==> src/rtl/eabc_pkg.sv <==
package eabc_pkg;

    typedef enum logic [2:0] {
        ST_IDLE    = 3'd0,
        ST_WAIT    = 3'd1,
        ST_RD_DLY  = 3'd2,
        ST_WR_DLY  = 3'd3,
        ST_WR_HOLD = 3'd4
    } seq_state_e;

    function automatic int max_of(input int a, input int b);
        return (a > b) ? a : b;
    endfunction

endpackage

==> src/rtl/eabc_ack_sync.sv <==
module eabc_ack_sync #(
    parameter int STAGES = 2
) (
    input  logic clk,
    input  logic rst_n,
    input  logic ack_n_pin,
    output logic ack_lvl,
    output logic ack_lvl_prev
);
    typedef struct packed {
        logic [STAGES-1:0] chain;
        logic              prev;
    } sync_t;

    sync_t s_d, s_q;

    generate
        if (STAGES == 1) begin : g_single
            always_comb begin
                s_d.chain = ~ack_n_pin;
                s_d.prev  = s_q.chain[0];
            end
        end else begin : g_multi
            always_comb begin
                s_d.chain = {s_q.chain[STAGES-2:0], ~ack_n_pin};
                s_d.prev  = s_q.chain[STAGES-1];
            end
        end
    endgenerate

    always_ff @(posedge clk or negedge rst_n) begin
        if (!rst_n) s_q <= '0;
        else        s_q <= s_d;
    end

    assign ack_lvl      = s_q.chain[STAGES-1];
    assign ack_lvl_prev = s_q.prev;
endmodule

==> src/rtl/eabc_ack_detect.sv <==
module eabc_ack_detect #(
    parameter int RD_HOLD_LIM = 3,
    parameter int WR_HOLD_LIM = 5
) (
    input  logic clk,
    input  logic rst_n,
    input  logic ack_lvl,
    input  logic ack_lvl_prev,
    input  logic window,
    input  logic first_beat,
    input  logic is_write,
    output logic ack_hit
);
    localparam int CNT_MAX = eabc_pkg::max_of(RD_HOLD_LIM, WR_HOLD_LIM);
    localparam int CNT_W   = $clog2(CNT_MAX + 1);

    typedef struct packed {
        logic [CNT_W-1:0] cnt;
        logic             hit;
    } det_t;

    det_t d_d, d_q;
    logic [CNT_W-1:0] limit;
    logic             fresh;
    logic             rehit;

    always_comb begin
        limit   = is_write ? CNT_W'(WR_HOLD_LIM) : CNT_W'(RD_HOLD_LIM);
        fresh   = ack_lvl && !ack_lvl_prev;
        rehit   = ack_lvl && !first_beat && (d_q.cnt == limit);
        ack_hit = window && !d_q.hit && (fresh || rehit);

        d_d.hit = ack_hit;
        if (!ack_lvl)                       d_d.cnt = '0;
        else if (ack_hit)                   d_d.cnt = CNT_W'(1);
        else if (d_q.cnt < CNT_W'(CNT_MAX)) d_d.cnt = d_q.cnt + CNT_W'(1);
        else                                d_d.cnt = d_q.cnt;
    end

    always_ff @(posedge clk or negedge rst_n) begin
        if (!rst_n) d_q <= '0;
        else        d_q <= d_d;
    end
endmodule

==> src/rtl/eabc_sequencer.sv <==
module eabc_sequencer #(
    parameter int ADDR_W     = 20,
    parameter int DATA_W     = 32,
    parameter int MAX_BEATS  = 8,
    parameter int WORD_BYTES = 4,
    parameter int RD_LAT     = 2,
    parameter int WR_STB_LAT = 3
) (
    input  logic                         clk,
    input  logic                         rst_n,
    input  logic                         req_valid,
    output logic                         req_ready,
    input  logic                         req_write,
    input  logic [ADDR_W-1:0]            req_addr,
    input  logic [$clog2(MAX_BEATS)-1:0] req_len,
    input  logic [DATA_W-1:0]            wr_data,
    output logic [$clog2(MAX_BEATS+1)-1:0] wr_beat,
    output logic [DATA_W-1:0]            rd_data,
    output logic                         rd_valid,
    input  logic                         ack_hit,
    output logic                         window,
    output logic                         first_beat,
    output logic                         is_write,
    output logic                         bus_ce_n,
    output logic                         bus_oe_n,
    output logic                         bus_we_n,
    output logic [ADDR_W-1:0]            bus_addr,
    output logic [DATA_W-1:0]            bus_dout,
    output logic                         bus_doe,
    input  logic [DATA_W-1:0]            bus_din
);
    import eabc_pkg::*;

    localparam int LEN_W   = $clog2(MAX_BEATS);
    localparam int IDX_W   = $clog2(MAX_BEATS + 1);
    localparam int DLY_MAX = max_of(RD_LAT, WR_STB_LAT);
    localparam int DLY_W   = $clog2(DLY_MAX + 1);
    localparam logic [DLY_W-1:0] RD_LAST = DLY_W'(RD_LAT - 2);
    localparam logic [DLY_W-1:0] WR_LAST = DLY_W'(WR_STB_LAT - 2);

    typedef struct packed {
        seq_state_e        state;
        logic              write;
        logic [ADDR_W-1:0] addr;
        logic [LEN_W-1:0]  remain;
        logic              first;
        logic [IDX_W-1:0]  nidx;
        logic [DLY_W-1:0]  dly;
        logic              ce_n;
        logic              oe_n;
        logic              we_n;
        logic [DATA_W-1:0] dout;
        logic              doe;
        logic [DATA_W-1:0] rdata;
        logic              rvalid;
    } seq_t;

    seq_t r_d, r_q;

    always_comb begin
        r_d        = r_q;
        r_d.rvalid = 1'b0;
        case (r_q.state)
            ST_IDLE: begin
                if (req_valid) begin
                    r_d.state  = ST_WAIT;
                    r_d.write  = req_write;
                    r_d.addr   = req_addr;
                    r_d.remain = req_len;
                    r_d.first  = 1'b1;
                    r_d.ce_n   = 1'b0;
                    r_d.oe_n   = req_write;
                    r_d.we_n   = !req_write;
                    r_d.doe    = req_write;
                    r_d.dly    = '0;
                    if (req_write) begin
                        r_d.dout = wr_data;
                        r_d.nidx = r_q.nidx + IDX_W'(1);
                    end
                end
            end
            ST_WAIT: begin
                if (ack_hit) begin
                    r_d.dly   = '0;
                    r_d.state = r_q.write ? ST_WR_DLY : ST_RD_DLY;
                end
            end
            ST_RD_DLY: begin
                if (r_q.dly == RD_LAST) begin
                    r_d.rdata  = bus_din;
                    r_d.rvalid = 1'b1;
                    if (r_q.remain == '0) begin
                        r_d.state = ST_IDLE;
                        r_d.ce_n  = 1'b1;
                        r_d.oe_n  = 1'b1;
                    end else begin
                        r_d.state  = ST_WAIT;
                        r_d.addr   = r_q.addr + ADDR_W'(WORD_BYTES);
                        r_d.remain = r_q.remain - LEN_W'(1);
                        r_d.first  = 1'b0;
                    end
                end else begin
                    r_d.dly = r_q.dly + DLY_W'(1);
                end
            end
            ST_WR_DLY: begin
                if (r_q.dly == WR_LAST) begin
                    r_d.we_n  = 1'b1;
                    r_d.state = ST_WR_HOLD;
                end else begin
                    r_d.dly = r_q.dly + DLY_W'(1);
                end
            end
            ST_WR_HOLD: begin
                if (r_q.remain == '0) begin
                    r_d.state = ST_IDLE;
                    r_d.ce_n  = 1'b1;
                    r_d.doe   = 1'b0;
                    r_d.nidx  = '0;
                end else begin
                    r_d.state  = ST_WAIT;
                    r_d.addr   = r_q.addr + ADDR_W'(WORD_BYTES);
                    r_d.remain = r_q.remain - LEN_W'(1);
                    r_d.first  = 1'b0;
                    r_d.we_n   = 1'b0;
                    r_d.dout   = wr_data;
                    r_d.nidx   = r_q.nidx + IDX_W'(1);
                end
            end
            default: r_d.state = ST_IDLE;
        endcase
    end

    always_ff @(posedge clk or negedge rst_n) begin
        if (!rst_n) begin
            r_q       <= '0;
            r_q.state <= ST_IDLE;
            r_q.ce_n  <= 1'b1;
            r_q.oe_n  <= 1'b1;
            r_q.we_n  <= 1'b1;
        end else begin
            r_q <= r_d;
        end
    end

    assign req_ready  = (r_q.state == ST_IDLE);
    assign window     = (r_q.state == ST_WAIT);
    assign first_beat = r_q.first;
    assign is_write   = r_q.write;
    assign wr_beat    = r_q.nidx;
    assign rd_data    = r_q.rdata;
    assign rd_valid   = r_q.rvalid;
    assign bus_ce_n   = r_q.ce_n;
    assign bus_oe_n   = r_q.oe_n;
    assign bus_we_n   = r_q.we_n;
    assign bus_addr   = r_q.addr;
    assign bus_dout   = r_q.dout;
    assign bus_doe    = r_q.doe;
endmodule

==> src/rtl/ext_ack_bus_ctrl.sv <==
module ext_ack_bus_ctrl #(
    parameter int ADDR_W      = 20,
    parameter int DATA_W      = 32,
    parameter int MAX_BEATS   = 8,
    parameter int WORD_BYTES  = 4,
    parameter int SYNC_STAGES = 2,
    parameter int RD_LAT      = 2,
    parameter int WR_STB_LAT  = 3,
    parameter int RD_HOLD_LIM = 3,
    parameter int WR_HOLD_LIM = 5
) (
    input  logic                           clk,
    input  logic                           rst_n,
    input  logic                           req_valid,
    output logic                           req_ready,
    input  logic                           req_write,
    input  logic [ADDR_W-1:0]              req_addr,
    input  logic [$clog2(MAX_BEATS)-1:0]   req_len,
    input  logic [DATA_W-1:0]              wr_data,
    output logic [$clog2(MAX_BEATS+1)-1:0] wr_beat,
    output logic [DATA_W-1:0]              rd_data,
    output logic                           rd_valid,
    output logic                           bus_ce_n,
    output logic                           bus_oe_n,
    output logic                           bus_we_n,
    output logic [ADDR_W-1:0]              bus_addr,
    output logic [DATA_W-1:0]              bus_dout,
    output logic                           bus_doe,
    input  logic [DATA_W-1:0]              bus_din,
    input  logic                           bus_ack_n
);
    logic ack_lvl, ack_lvl_prev;
    logic ack_hit;
    logic seq_window, seq_first, seq_write;

    eabc_ack_sync #(.STAGES(SYNC_STAGES)) u_sync (
        .clk          (clk),
        .rst_n        (rst_n),
        .ack_n_pin    (bus_ack_n),
        .ack_lvl      (ack_lvl),
        .ack_lvl_prev (ack_lvl_prev)
    );

    eabc_ack_detect #(
        .RD_HOLD_LIM (RD_HOLD_LIM),
        .WR_HOLD_LIM (WR_HOLD_LIM)
    ) u_detect (
        .clk          (clk),
        .rst_n        (rst_n),
        .ack_lvl      (ack_lvl),
        .ack_lvl_prev (ack_lvl_prev),
        .window       (seq_window),
        .first_beat   (seq_first),
        .is_write     (seq_write),
        .ack_hit      (ack_hit)
    );

    eabc_sequencer #(
        .ADDR_W     (ADDR_W),
        .DATA_W     (DATA_W),
        .MAX_BEATS  (MAX_BEATS),
        .WORD_BYTES (WORD_BYTES),
        .RD_LAT     (RD_LAT),
        .WR_STB_LAT (WR_STB_LAT)
    ) u_seq (
        .clk        (clk),
        .rst_n      (rst_n),
        .req_valid  (req_valid),
        .req_ready  (req_ready),
        .req_write  (req_write),
        .req_addr   (req_addr),
        .req_len    (req_len),
        .wr_data    (wr_data),
        .wr_beat    (wr_beat),
        .rd_data    (rd_data),
        .rd_valid   (rd_valid),
        .ack_hit    (ack_hit),
        .window     (seq_window),
        .first_beat (seq_first),
        .is_write   (seq_write),
        .bus_ce_n   (bus_ce_n),
        .bus_oe_n   (bus_oe_n),
        .bus_we_n   (bus_we_n),
        .bus_addr   (bus_addr),
        .bus_dout   (bus_dout),
        .bus_doe    (bus_doe),
        .bus_din    (bus_din)
    );
endmodule

==> config.mk <==
export PLATFORM = sky130hd
export DESIGN_NAME = ext_ack_bus_ctrl
export DESIGN_NICKNAME = d
export VERILOG_FILES = /design/src/rtl/eabc_pkg.sv /design/src/rtl/eabc_ack_sync.sv /design/src/rtl/eabc_ack_detect.sv /design/src/rtl/eabc_sequencer.sv /design/src/rtl/ext_ack_bus_ctrl.sv
export SDC_FILE = /design/constraint.sdc
export NUM_CORES = 1
export LEC_CHECK = 0
export ABC_AREA = 1
export BUFFER_PORTS_ARGS = -buffer_cell sky130_fd_sc_hd__buf_2
export CAP_MARGIN = 20
export CORE_AREA = 2 2 147 120
export CTS_CLUSTER_DIAMETER = 50
export DETAILED_ROUTE_END_ITERATION = 8
export DIE_AREA = 0 0 149 122
export GPL_TIMING_DRIVEN = 0
export PLACE_DENSITY_LB_ADDON = 0.3
export SLEW_MARGIN = 20
export SYNTH_ARGS = -nofsm -noshare
export SYNTH_HDL_FRONTEND = slang
export SYNTH_SLANG_ARGS = --single-unit
==> constraint.sdc <==
create_clock -name clk -period 2.1 [get_ports clk]
set_input_delay 0.63 -clock clk [delete_from_list [all_inputs] [get_ports clk]]
set_output_delay 0.63 -clock clk [all_outputs]
set_load 0.05 [all_outputs]
After elaboration in Yosys (flattened, before gate mapping)
Cells that the tools add are included.
{"block": "word_totals", "wordCells": 105, "ff_bits": 110, "output_inout_bits": 94, "in_bits": 92}
{"block": "classes", "order_cmp": 1, "n_reduce_logical": 29, "mux": 34, "bitwise": 1, "n_addsub": 5, "n_eq_ne": 17}
{"operator": "$pmux W24 S3", "n": 1}
{"operator": "$mux W70", "n": 1}
{"operator": "$pmux W33 S2", "n": 1}
{"operator": "$mux W24", "n": 2}
{"operator": "$mux W33", "n": 1}
{"operator": "$mux W32", "n": 1}
{"operator": "$mux W3", "n": 7}
{"operator": "$add A20 B3 Y20 const B", "n": 1}
{"operator": "$reduce_and A4 Y1", "n": 4}
{"operator": "$pmux W3 S5", "n": 1}
{"operator": "$mux W2", "n": 5}
{"operator": "$ne A2 B1 Y1 const B", "n": 5}
{"operator": "$ne A2 B2 Y1 const B", "n": 5}
{"operator": "$reduce_and A5 Y1", "n": 2}
{"operator": "$reduce_and A3 Y1", "n": 3}
{"operator": "$mux W4", "n": 2}
{"operator": "$pmux W2 S4", "n": 1}
{"operator": "$pmux W4 S2", "n": 1}
{"operator": "$mux W1", "n": 7}
{"operator": "$eq A3 B2 Y1 const B", "n": 2}
{"operator": "$logic_not A3 Y1", "n": 2}
{"operator": "$pmux W1 S3", "n": 2}
{"operator": "$reduce_bool A3 Y1", "n": 2}
{"operator": "$logic_and A1 B1 Y1", "n": 5}
{"operator": "other kinds (18)", "n": 23}

Logic depth before layout (Yosys ltp)
Gate-level depths: netlist of run 1.
{"block": "depth", "ltp_word": 7, "ltp_mapped": 11, "depth_no_buf": 10}

By module
A second synthesis of run 1 with hierarchy kept.
{"block": "unflattened", "hier_cells": 752, "area_unflattened_um2": 5823.1}
{"module": "eabc_sequencer", "instances": 1, "cells_each": 715, "area_per_inst_um2": 5510.3, "seq_area_each_um2": 2581.2}
{"module": "eabc_ack_detect", "instances": 1, "cells_each": 33, "area_per_inst_um2": 234.0, "seq_area_each_um2": 100.1}
{"module": "eabc_ack_sync", "instances": 1, "cells_each": 4, "area_per_inst_um2": 78.8, "seq_area_each_um2": 75.1}

Worst setup path after synthesis of run 1
Ideal clock, no wire load.
{"block": "synth_timing", "kind": "register to register", "startpoint": "register u_seq.r_q[101] (netlist name)", "endpoint": "register u_seq.r_q (netlist bit u_seq.bus_oe_n)", "setup_time_ps": 81, "synth_period_minus_slack_ps": 2118, "path_stages_with_launch": 9, "arrival_time_ps": 2036, "n_path_buf": 1, "required_ps": 2019, "slack_ps": -18, "cell_sequence": "dfrtp_1 > buf_6 > inv_1 > nand2_1 > nor2_1 > nand2_1 > inv_2 > nand2_1 > o211ai_1"}
{"block": "synth_via", "elab_chain_cells": 3, "elab_cells_between_ends": 8, "cone_classes": "eq/ne (4); mux (1); reduce/logical (3)"}
{"element": "start: declaration", "line_no": "eabc_sequencer.sv:58", "rtl": "seq_t r_d, r_q;"}
{"element": "start signal: assignment", "line_no": "eabc_sequencer.sv:142", "rtl": "r_q <= r_d;"}
{"element": "$logic_not A3 Y1 (*)"}
{"element": "net req_ready", "line_no": "ext_ack_bus_ctrl.sv:15", "rtl": "output logic req_ready,"}
{"element": "$ne A2 B2 Y1 (no line) or $reduce_bool A2 Y1 (tied branches)"}
{"element": "$reduce_and A4 Y1 (no line)"}
The timed path passes the listed nets; every way through them passes the cells marked *.
A chain may end at the register's enable or synchronous reset.

Worst setup path after layout of run 1
{"block": "layout_timing", "startpoint": "register u_seq.r_q[101] (netlist name)", "endpoint": "output req_ready"}
{"block": "layout_via", "elab_chain_cells": 1}
{"element": "$logic_not A3 Y1", "line_no": "eabc_sequencer.sv:146", "rtl": "assign req_ready = (r_q.state == ST_IDLE);"}
{"element": "end: declaration", "line_no": "ext_ack_bus_ctrl.sv:15"}
No other way between the ends.

==> results of run 1 <==
==> logic make-up (layout without fill, tap and decap cells) <==
| family | Yosys count | after routing |
|---|---|---|
| and+or+nand+nor | 393 | 393 |
| xor gates and xnor gates | 6 | 6 |
| adders and majority gates | 7 | 7 |
| AOI/OAI and AO/OA | 75 | 75 |
| buffers and inverters | 161 | 362 |
| DFF | 110 | 110 |
==> power by group <==
| group | total (mW) | switching, mW | internal (mW) |
|---|---|---|---|
| Sequential | 3.73 | 0.666 | 3.06 |
| Combinational | 8.09 | 5.47 | 2.62 |
| Clock | 1.78 | 0.833 | 0.947 |
==> routing by layer <==
layer / up-vias / track usage (%) / part of all wire (%)
met5: - / 0 / 0
met4: 0 / 3.75 / 0.85
met3: 9 / 5.17 / 8.9
met2: 160 / 25.8 / 44
met1: 2413 / 22.2 / 46
li1: 2684 / - / -
==> repair_timing <==
action | 4_1_cts | 5_1_grt
setup endpoints to repair | 1 | 33
resized for setup | 2 | 4
pin swaps | 0 | 1
==> metrics by stage <==
stage | cell area (sq um) | std cells
floorplan | 5940 | 752
global placement | 7150 | 1161
detailed placement | 7180 | 1162
CTS | 7490 | 1178
global route | 7510 | 1178
finish | 7510 | 1178
==> critical path, delay by kind of cell (launching register included) <==
family	cells	cell delay, ns
buffers and inverters	3	0.39
AND/OR/NAND/NOR	2	0.26
flip-flops	1	0.38
==> layout make-up <==
| class | count | area, sq um |
|---|---|---|
| multi-input combinational | 481 | 2220 |
| fill | 1746 | 9390 |
| timing repair buffer | 185 | 961 |
| inverter | 47 | 176 |
| tap | 225 | 282 |
| clock buffer | 10 | 229 |
| sequential | 110 | 2760 |
| buffer | 114 | 805 |
| clock inverter | 6 | 73.8 |
==> state kept, by name, indices dropped and copies added (netlist names), 4 cells and up <==
name            flops
u_seq.bus_dout     32
u_seq.rd_data      32
u_seq.bus_addr     20
u_seq.wr_beat       4
u_detect.d_q        4
u_seq.r_q           8
==> placed cells by master (no fill, tap or decap), types with 2 or more instances in the layout <==
master     netlist  layout
nand3_4          1       2
nand3_1         57      57
nand2_4          2       2
nand2_1        261     260
nor2_2           2       3
clkbuf_1         5       6
o21ai_1          6       6
a21oi_1         13      13
nand4_1          7       7
inv_6            0       4
buf_4           91      91
clkbuf_2         3       3
nor3_1           4       4
inv_1           42      42
buf_2           13     195
buf_6            2       4
o21ai_0         46      46
nand2_2          3       4
dfstp_2          3       3
dfrtp_1        107     107
ha_1             7       7
nor2_4           3       4
xor2_1           4       4
nor2_1          50      48
xnor2_1          2       2
o211ai_1         4       4
inv_2            5       5
clkbuf_16        0       9
==> how the worst max path moves through the flow <==
stage | from | slack (ns) | depth (start not counted) | endpoint
floorplan | u_seq.r_q[101]$_DFFE_PN0P_ | 0.28 | 8 | u_seq.bus_oe_n$_DFFE_PN1P_
CTS | u_seq.r_q[101]$_DFFE_PN0P_ | 0.01 | 5 | req_ready
global route | u_seq.r_q[101]$_DFFE_PN0P_ | 0.02 | 5 | req_ready
finish | u_seq.r_q[101]$_DFFE_PN0P_ | 0.08 | 5 | req_ready
global placement | rst_n | -1.06 | 1 | u_seq.bus_dout[12]$_DFFE_PN0P_
detailed placement | u_seq.r_q[76]$_DFFE_PN0P_ | 0.05 | 9 | u_seq.bus_dout[24]$_DFFE_PN0P_
==> synthesized netlist by cell type (all sizes together) <==
cell	number	area share, %
o21bai	1	0.13
clkbuf	8	0.57
o211ai	4	0.51
o21ai	53	4.7
xor2	4	0.59
a21oi	14	1.4
dfrtp	107	45
xnor2	2	0.29
nor3	4	0.34
nor2	55	3.9
nor4	1	0.11
nand4	7	0.74
dfstp	3	1.3
ha	7	1.5
nand3	60	5.4
inv	47	3.0
buf	106	13
nand2	266	17
o21a	1	0.13
o22ai	1	0.11
a31oi	1	0.11
==> key figures, run 1 <==
GRT
  • Total GRT Usage: 16.4%
  • GR Overflow Total: 0
  • Vias in the first global route: 4,904
  • Antenna violations before repair: 0
  • Pin count of the biggest net entering global routing: 75
  • First-pass GRT wire length: 23.8 mm

Power and ir drop
  • Pwr/cell area: 1810 nW/um^2
  • Pleak: 4.14 nW
  • Tot Pwr: 13.6 mW
  • Worst vdd ir: 1000 uV

Floorplan
  • Die Wd: 149 um
  • Initial Util: 35.2%
  • Die Ht: 122 um
  • Core Area: 16,900 sq um
  • I/O pins: 186
  • Die ar.: 18,200 sq um
  • Row count: 43

Routing
  • Final wirelength: 14.8 mm
  • Via density: 4.47
  • Drt pass-1 iters: 4
  • Wire per inst: 12.5 um
  • Vias: 5,266
  • Antenna Violating Nets Remaining: 0
  • DRT iter0 DRCs: 199
  • # DRC: 0

Yosys
  • Area fraction in compound gates after synthesis: 6.99%
  • Count of cell types in the netlist: 34
  • Simple-gate share of the synthesized area: 27.7%
  • Post-Synth XOR/XNOR Area: 0.885%
  • Synth Area in Adders: 1.47%
  • Net count after synthesis: 851
  • Flops & latches, synth: 110
  • Post-Syn Area per Cell: 7.90 sq um
  • Mapped Cells: 752
  • Mux share of post-synthesis cell area: 0%
  • Register area share after synthesis: 46.4%
  • Largest family of logic cells by synthesized area: simple AND/OR/NAND/NOR gates
  • Yosys warns: 0
  • Syn Std Cell Area: 5940 sq um

Timing
  • Final TNS setup: 0 ns
  • Clock skew: 0.0104 ns
  • RSZ-0062 raised after global routing: no
  • Slew @ Worst Pin: 0.454 ns
  • Slew headroom: 69.7%
  • Crit share post-route: 96.1%
  • Setup violators final: 0
  • Final hold vios: 0
  • Final worst slack: 0.0811 ns
  • Min Tclk post-route: 2.02 ns
  • Max Slew Vio Count: 0
  • Hold Worst Slack: 0.167 ns
  • Achievable Freq: 495 MHz

Clock tree
  • CTS tree: done
  • Postcts setup bufs: 0
  • H-tree depth: 3
  • Clock Tree Root: clkbuf_16
  • Reg clk slew, reported paths: 0.08 ns
  • CTS buffer count: 9
  • Max clock buf depth: 2
  • Clock Latency Late Sink: 0.36 ns
  • Hold-fix buffers at CTS: 0
  • Clk sinks: 110

Job
  • Max_cap viols: 0

Placement
  • Detail Placement HPWL: 10.9 mm
  • I/O Buffers: 184
  • Pre-CTS setup slack: 0.0490 ns
  • Routability congestion estimate: 0.786

Setup path
  • Setup CP Type: flip-flop to primary output
  • CP endpoint kind: primary output
  • Reg2Reg Setup Slack: 0.26 ns
  • CP peak stage delay: 0.38 ns
  • Reg2Reg Depth: 9
  • Crit path required time: 1.47 ns
  • CP max stage cell: dfrtp_1
  • Arrival time worst endpoint: 1.39 ns
  • Type of origin of the critical path: flip-flop
  • Cell mode on critical path: buf_6
  • R2R Path Start: u_seq.r_q[76]$_DFFE_PN0P_
  • CP Max Fanout: 8
  • Critical R2R Capture: u_seq.bus_dout[24]$_DFFE_PN0P_
  • Critical path, cell by cell: buf_6 -> inv_1 -> nand2_2 -> nor2_4 -> buf_6

Finish
  • P&R area growth vs syn: 26.3%
  • Layout cells sized above 1: 35.2%
  • Nets@finish: 1,047
  • Ant diodes: 0
  • Core Util, Final: 44.4%

Run status
  • Status: finished, final reports clean

Hold path
  • Hold crit path type: primary input to async pin
Note: power is estimated with default switching activity, not from simulation.
==> run 2, diff against run 1 <==
CTS_BUF_LIST = sky130_fd_sc_hd__clkbuf_16   (was default)
SETUP_SLACK_MARGIN = 0.3   (was default)
==> key figures, run 2 (synthesis gave the netlist of run 1 again) <==
Clock tree
  • Reg clk slew, reported paths: 0.08 ns (about the same)
  • Clk sinks: 110 (unchanged)
  • Clock Tree Root: clkbuf_16
  • CTS buffer count: 9 (unchanged)
  • Clock Latency Late Sink: 0.35 ns (about the same)
  • H-tree depth: 3 (unchanged)
  • Hold-fix buffers at CTS: 0 (unchanged)
  • CTS tree: done
  • Max clock buf depth: 2 (unchanged)

Setup path
  • Reg2Reg Setup Slack: 0.43 ns (+0.17 ns)
  • Crit-path leading delay family: flip-flops
  • CP endpoint kind: primary output
  • Type of origin of the critical path: flip-flop
  • Critical path, cell by cell: buf_6 -> inv_4 -> nand2_4 -> nor2_4 -> buf_8
  • Arrival time worst endpoint: 1.21 ns (-0.18 ns)
  • CP Max Fanout: 2 (-6)
  • Critical R2R Capture: u_seq.bus_dout[30]$_DFFE_PN0P_
  • CP max stage cell: dfrtp_1
  • Reg2Reg Depth: 8 (-1)
  • R2R Path Start: u_seq.r_q[101]$_DFFE_PN0P_
  • Buf/Inv on CP: 3 (unchanged)
  • Setup CP Type: flip-flop to primary output
  • CP peak stage delay: 0.37 ns (about the same)
  • Crit path required time: 1.47 ns (about the same)

Timing
  • Crit share post-route: 87.8% (-8.4 points)
  • Clock skew: 0.00839 ns (-0.00199 ns)
  • Min Tclk post-route: 1.84 ns (-0.175 ns)
  • Final hold vios: 0 (unchanged)
  • Hold Worst Slack: 0.182 ns (+0.0158 ns)
  • Slew headroom: 72.3% (+2.6 points)
  • RSZ-0062 raised after global routing: yes
  • Final TNS setup: 0 ns (unchanged)
  • Achievable Freq: 542 MHz (+9.5%)
  • Slew @ Worst Pin: 0.416 ns (-0.0385 ns)
  • Final worst slack: 0.257 ns (+0.175 ns)
  • Setup violators final: 0 (unchanged)
  • Max Slew Vio Count: 0 (unchanged)

Finish
  • Layout cells sized above 1: 37.7% (+2.6 points)
  • Core Util, Final: 45.8% (+1.4 points)
  • Non-Filler Instances: 1,192 (+1.2%)
  • Multi-input logic area: 2240 sq um (+0.90%)
  • Most common cell after layout, fill and taps aside: nand2_1
  • P&R area growth vs syn: 30.3%
  • Ant diodes: 0 (unchanged)
  • Fillers: 1,740 (-0.34%)
  • Fin area: 7740 sq um (+3.1%)
  • Sequential cell area: 2770 sq um (+0.45%)
  • Nets@finish: 1,061 (+1.3%)
  • Most frequent cells in the layout: nand2_1 (260), buf_2 (168), buf_4 (116), dfrtp_1 (97), nand3_1 (57)

GRT
  • Pin count of the biggest net entering global routing: 72 (-4.0%)
  • First-pass GRT wire length: 23.9 mm (about the same)
  • Total GRT Usage: 16.5% (+0.069 points)
  • Antenna violations before repair: 0 (unchanged)
  • GR Overflow Total: 0 (unchanged)
  • Vias in the first global route: 4,942 (+0.77%)

Routing
  • Antenna Violating Nets Remaining: 0 (unchanged)
  • # DRC: 0 (unchanged)
  • Via density: 4.44 (-0.69%)
  • Drt pass-1 iters: 4 (unchanged)
  • DRT iter0 DRCs: 201 (+1.0%)
  • Final wirelength: 14.7 mm (-0.39%)
  • Wire per inst: 12.4 um (-1.6%)
  • Vias: 5,292 (+0.49%)

Power and ir drop
  • Pleak: 4.22 nW (+2.0%)
  • Tot Pwr: 13.9 mW (+2.4%)
  • Worst vdd ir: 796 uV (-21%)
  • Pwr/cell area: 1800 nW/um^2 (-0.67%)

Placement
  • Detail Placement HPWL: 10.9 mm (+0.31%)
  • Area after DPL: 7180 sq um (about the same)
  • Pre-CTS setup slack: 0.0218 ns (-0.0272 ns)
  • I/O Buffers: 184 (unchanged)
  • Cell count after placement: 1,162 (unchanged)
  • Routability congestion estimate: 0.804 (+2.3%)

Job
  • Max_cap viols: 0 (unchanged)

Floorplan
  • Initial Util: 35.2% (unchanged)
  • Row count: 43 (unchanged)
  • Die Ht: 122 um (unchanged)
  • Die Wd: 149 um (unchanged)
  • I/O pins: 186 (unchanged)
  • Die ar.: 18,200 sq um (unchanged)
  • Core Area: 16,900 sq um (unchanged)

Run status
  • Status: finished, final reports clean

Hold path
  • Hold crit path type: primary input to async pin
run 2: what timing repair did:
action,in CTS,in global routing
endpoints found under the setup margin,49,90
pin swaps,1,6
buffers inserted,4,10
gates resized for setup,24,38
run 2: final cells by class:
class / count / area share, %
multi-input cells: 481 / 29.0
clock buffers: 9 / 2.91
plain buffers: 114 / 10.6
flip-flops and latches: 110 / 35.8
inverters: 47 / 2.34
repair buffers: 199 / 14.8
clock inverters: 7 / 0.970
well taps: 225 / 3.64
run 2: metal layers:
metal  up-vias  routed length [um]  track usage (%)
met5         -                   0                0
met3        13                1040             4.76
met2       141                6570             26.5
met1      2431                6930             22.0
met4         0                 186             3.99
li1       2707                   -                -
run 2: worst max-delay path by stage:
| stage | from | end | slack [ns] | cells after the start |
|---|---|---|---|---|
| floorplan | req_valid | u_seq.bus_addr[7]$_DFFE_PN0P_ | 0.46 | 9 |
| global placement | rst_n | u_seq.bus_dout[17]$_DFFE_PN0P_ | -1.02 | 1 |
| detailed placement | u_seq.r_q[76]$_DFFE_PN0P_ | u_seq.bus_dout[30]$_DFFE_PN0P_ | 0.02 | 9 |
| CTS | u_seq.r_q[101]$_DFFE_PN0P_ | req_ready | 0.22 | 5 |
| global route | u_seq.r_q[101]$_DFFE_PN0P_ | req_ready | 0.20 | 5 |
| finish | u_seq.r_q[101]$_DFFE_PN0P_ | req_ready | 0.26 | 5 |
run 2: power by group:
group	switching, mW	total, mW	internal (mW)
combinational	5.57	8.48	2.91
sequential	0.641	3.72	3.08
clock	0.801	1.73	0.928
total	7.01	13.9	6.92
